<file path="src/rtl/mixcol_pkg.sv">
package mixcol_pkg;
  localparam int unsigned BYTE_W = 8;
  localparam int unsigned ROWS   = 4;
  localparam int unsigned COL_W  = BYTE_W * ROWS;
  localparam logic [BYTE_W-1:0] RED_POLY = 8'h1B;

  typedef logic [BYTE_W-1:0] byte_t;
  typedef logic [COL_W-1:0]  col_t;
endpackage

</file>
<file path="src/rtl/gf_xtime.sv">
module gf_xtime
  import mixcol_pkg::*;
(
  input  byte_t a_i,
  output byte_t x2_o,
  output byte_t x3_o
);
  byte_t shifted;

  always_comb begin
    shifted = {a_i[BYTE_W-2:0], 1'b0};
    x2_o    = a_i[BYTE_W-1] ? (shifted ^ RED_POLY) : shifted;
    x3_o    = x2_o ^ a_i;
  end
endmodule

</file>
<file path="src/rtl/mixcol_column.sv">
module mixcol_column
  import mixcol_pkg::*;
(
  input  col_t col_i,
  output col_t col_o
);
  byte_t in_b [ROWS];
  byte_t dbl  [ROWS];
  byte_t trp  [ROWS];

  for (genvar r = 0; r < ROWS; r++) begin : g_row
    assign in_b[r] = col_i[COL_W-1-BYTE_W*r -: BYTE_W];

    gf_xtime u_xt (
      .a_i  (in_b[r]),
      .x2_o (dbl[r]),
      .x3_o (trp[r])
    );

    // row r: 2*a[r] ^ 3*a[r+1] ^ a[r+2] ^ a[r+3]
    assign col_o[COL_W-1-BYTE_W*r -: BYTE_W] =
        dbl[r] ^ trp[(r+1)%ROWS] ^ in_b[(r+2)%ROWS] ^ in_b[(r+3)%ROWS];
  end
endmodule

</file>
<file path="src/rtl/mixcol_core.sv">
module mixcol_core
  import mixcol_pkg::*;
#(
  parameter int unsigned NUM_COLS = 4,
  localparam int unsigned STATE_W = NUM_COLS * COL_W
) (
  input  logic               clk_i,
  input  logic               rst_ni,
  input  logic               valid_i,
  input  logic [STATE_W-1:0] state_i,
  output logic               valid_o,
  output logic [STATE_W-1:0] state_o
);
  logic [STATE_W-1:0] mixed;

  for (genvar c = 0; c < NUM_COLS; c++) begin : g_col
    mixcol_column u_col (
      .col_i (state_i[STATE_W-1-COL_W*c -: COL_W]),
      .col_o (mixed[STATE_W-1-COL_W*c -: COL_W])
    );
  end

  always_ff @(posedge clk_i or negedge rst_ni) begin
    if (!rst_ni) valid_o <= 1'b0;
    else         valid_o <= valid_i;
  end

  // data register has no reset; it loads only on a valid input
  always_ff @(posedge clk_i) begin
    if (valid_i) state_o <= mixed;
  end
endmodule

</file>
<file path="config.mk">
export PLATFORM = sky130hd
export DESIGN_NAME = mixcol_core
export DESIGN_NICKNAME = d
export VERILOG_FILES = /design/src/rtl/mixcol_pkg.sv /design/src/rtl/gf_xtime.sv /design/src/rtl/mixcol_column.sv /design/src/rtl/mixcol_core.sv
export SDC_FILE = /design/constraint.sdc
export NUM_CORES = 1
export LEC_CHECK = 0
export CORE_MARGIN = 1.5
export CORE_UTILIZATION = 30
export DETAILED_ROUTE_END_ITERATION = 8
export GPL_TIMING_DRIVEN = 0
export SLEW_MARGIN = 20
export SYNTH_ARGS = -nofsm -noshare
export SYNTH_HDL_FRONTEND = slang
export SYNTH_SLANG_ARGS = --single-unit
export TNS_END_PERCENT = 50
</file>
<file path="constraint.sdc">
create_clock -name clk_i -period 0.8 [get_ports clk_i]
set_input_delay 0.12 -clock clk_i [delete_from_list [all_inputs] [get_ports clk_i]]
set_output_delay 0.12 -clock clk_i [all_outputs]
set_load 0.05 [all_outputs]
</file>
# [After elaboration in Yosys (flattened, before gate mapping)]
# Index checks and enable logic that the tools add are counted.
[word_totals] in_bits=131 register_bits=129 word_cells=98 output_inout_bits=129
[op_classes] n_mux=16 bitwise=80
[op_table] operator="8-bit bitwise XOR" n=64
[op_table] operator="5-bit 2-to-1 mux" n=16
[op_table] operator="4-bit NOT" n=16

# [Logic depth before layout (Yosys ltp)]
[depth] word_depth=6 depth_mapped=3 ltp_nobuf=2

# [Cells and area by module]
# From an unflattened synthesis, not the netlist that was laid out.
[unflattened] cells_unflattened=785 hier_area_um2=10254.8
[by_module_without_submodules] mod="mixcol_core" cells_per_inst=129 area_each_um2=3868.7 seq_area_each_um2=3868.7 instances=1
[by_module_without_submodules] mod="mixcol_column" cells_per_inst=96 area_each_um2=840.8 seq_area_each_um2=0.0 instances=4
[by_module_without_submodules] mod="gf_xtime" cells_per_inst=17 area_each_um2=188.9 seq_area_each_um2=0.0 instances=16

# [Least setup slack after synthesis]
# Ideal clock, no wire load.
[synth_timing] kind="input-to-reg" startpoint="input port state_i[15]" endpoint="register state_o[12] (data pin)" arrival_time_ns=1.033 setup_time_ns=0.268 slack_ns=-0.501 stages=3 t_required_ns=0.532 n_path_buf=1 path_cell_list="buf_4 > xor3_1 > xnor3_1"
[synth_between] elab_chain_cells=4
[synth_lines] item="start: declaration" line_no="mixcol_core.sv:10" rtl="input logic [STATE_W-1:0] state_i,"
[synth_lines] item="5-bit 2-to-1 mux" line_no="gf_xtime.sv:12" rtl="x2_o = a_i[BYTE_W-1] ? (shifted ^ RED_POLY) : shifted;"
[synth_lines] item="8-bit bitwise XOR (3 in a row)" line_no="mixcol_column.sv:22" rtl="dbl[r] ^ trp[(r+1)%ROWS] ^ in_b[(r+2)%ROWS] ^ in_b[(r+3)%ROWS];"
[synth_lines] item="net g_col[3].u_col.col_o[12]" line_no="mixcol_column.sv:5" rtl="output col_t col_o"
[synth_lines] item="end signal: assignment" line_no="mixcol_core.sv:30" rtl="if (valid_i) state_o <= mixed;"
[synth_lines] item="end: declaration" line_no="mixcol_core.sv:12" rtl="output logic [STATE_W-1:0] state_o"
# The timed path passes the listed nets, and every way through them passes these cells.
# A chain may end at the register's enable or synchronous reset.

# [Worst setup path in the final report]
[layout_timing] startpoint="register state_o[20]" endpoint="output port state_o[20]"
# No word-level cell between the ends.

==> run metrics <==
register area share after synthesis=0.4286; Placer Congestion=0.8109; Warnings, synthesis=0; syn avg cell area=20.06 sq um; 1st-pass router iterations=5; Achievable Freq=870.9 MHz; multi-input logic area=5839 sq um; DRT iter0 DRCs=171; # IOs=260; Final WS setup=-0.3483 ns; Placed Area=12,730 sq um; core area=29,640 sq um; Peak VDD IR=1.410 mV; Synth cell types=13; failing checks=negative setup slack; Finished Cell Area=14,040 sq um; Die Y=176.5 um; routed vias/inst=4.275; post-route minimum period=1.148 ns; post-synth top area share=0.4258; CTS max path bufs=2; post-synth top area cell=edfxtp_1; CTS Sinks=129; Post-Route WL=22,050 um; Reg area=3869 sq um; Worst-path clk slew=0.06 ns; die width=176.5 um; TritonCTS clock tree=done; # nets final=885; Worst Setup Path Type=flop to output port; TritonCTS Buffers=17; detailed-route DRC error count=0; Mapped Cells=450; setup TNS=-40.48 ns; Critical Path Slowest Stage Cell=edfxtp_1; FP Rows=63; crit-path max FO=1; Max-cap violations=0; Clock Tree Root=clkbuf_16; number of synthesized register bits=129; status=finished, violations left; grt total ovfl=0; CP Launch Type=flop; HP Class=input port to flop; Worst Path Arrival=1.03 ns; crit end category=output port; Fillers=2,548; CP top delay family=flip-flops; Leak Pwr=6.756 nW; post-route ant nets=0; Die ar.=31,140 sq um; Vias=4,951; number of cells in the finished layout apart from fillers=1,158; count of final setup violators=174; max-slew violation count=0; CP cell instances=buf_6; Synth Net Count=581; placed cells=1,080; Mapped Area=9026 sq um; buffers and inverters on the worst path=1; post-DP HPWL=16,340 um; worst-margin pin slew=0.4019 ns; PD cells=2380 nW/um^2; Buffers on Ports=239; Final Cycle Share=1.435; most frequent cells in the layout=buf_6, xnor3_1, edfxtp_1; share of cells above drive strength 1=0.4772; top cells by area, synth=edfxtp_1, xnor3_1, xor3_1, xnor2_1, xor2_1; Final Hold Viols=0; commonest non-fill, non-tap cell in the layout=buf_6; final hold slack=0.07082 ns; gr usage total=0.1448; normalized max-slew margin=0.7321; largest net degree at the start of global routing=72; initial antenna violation count=4; vias in the first global route=5,528; Initial Utilization=0.3045; Layout area overhead=55.52%; DR WL/cell=19.04 um; global-route wire length before repair=33,310 um; Required @ worst endpoint=0.68 ns; H-tree lvl count=4; RSZ-0062 raised after global routing=yes; crit-path max cell delay=0.43 ns
-- timing repair --
| item | 4_1_cts | 5_1_grt |
|---|---|---|
| setup buffers | 38 | 6 |
| hold buffers | 1 | 0 |
| gates resized for setup | 1216 | 64 |
| pin swaps | 76 | 34 |
| hold endpoints to repair | 1 | 0 |
| setup endpoints to repair | 322 | 313 |
-- synthesized netlist by cell type --
library cell	instances
xnor3_1	132
edfxtp_1	128
xnor2_1	75
xor2_1	51
xor3_1	34
buf_2	9
clkbuf_1	7
xnor2_2	6
buf_4	2
clkbuf_2	2
xnor2_4	2
dfrtp_1	1
xnor3_2	1
-- area by class of cell --
cell class,instances,area share
Sequential cell,129,0.2756
Timing Repair Buffer,285,0.2032
Multi-Input combinational cell,301,0.4160
Buffer,20,0.02514
Clock inverter,15,0.01480
Antenna cell,1,0.0001783
Tap cell,390,0.03476
Clock buffer,17,0.03031
-- cells by family after synthesis --
| group | after synthesis | share of synthesized area |
|---|---|---|
| xor+xnor | 301 | 0.5607 |
| flops | 129 | 0.4286 |
| buf+inv | 20 | 0.01067 |
-- flip-flops by register name (all words and copies together), names as in the netlist --
| name | count |
|---|---|
| state_o | 128 |
| valid_o | 1 |
-- stage by stage --
| step | utilization | setup slack, ns | total power [W] |
|---|---|---|---|
| 2_1_floorplan | - | -0.4099 | 0.01951 |
| 3_3_place_gp | 0.4284 | -4.643 | 0.02394 |
| 3_5_place_dp | 0.4295 | -1.115 | 0.02400 |
| 4_1_cts | 0.4709 | -0.3797 | 0.03387 |
| 5_1_grt | 0.4735 | -0.3861 | 0.03473 |
| 6_report | 0.4736 | -0.3483 | 0.03341 |
-- final timing paths --
check / startpoint / endpoint / cells after the start
min in group asynchronous: rst_ni / valid_o / 2
max in group asynchronous: rst_ni / valid_o / 2
max: state_o[20] / state_o[20] / 1
min: valid_i / state_o[116] / 1
-- where the power goes --
part | leakage [nW] | internal [W] | switching (W)
Combinational | 5.19 | 0.00700 | 0.00772
Clock | 0.296 | 0.00526 | 0.00336
Sequential | 1.26 | 0.00941 | 0.000678
Total | 6.76 | 0.0217 | 0.0118
-- layer usage --
layer	GRT usage	wire [um]
met1	0.1764	9099
met5	0	37
met4	0.04273	250
met3	0.06137	1923
met2	0.2341	10740
Power figures use the tool's default switching activity.
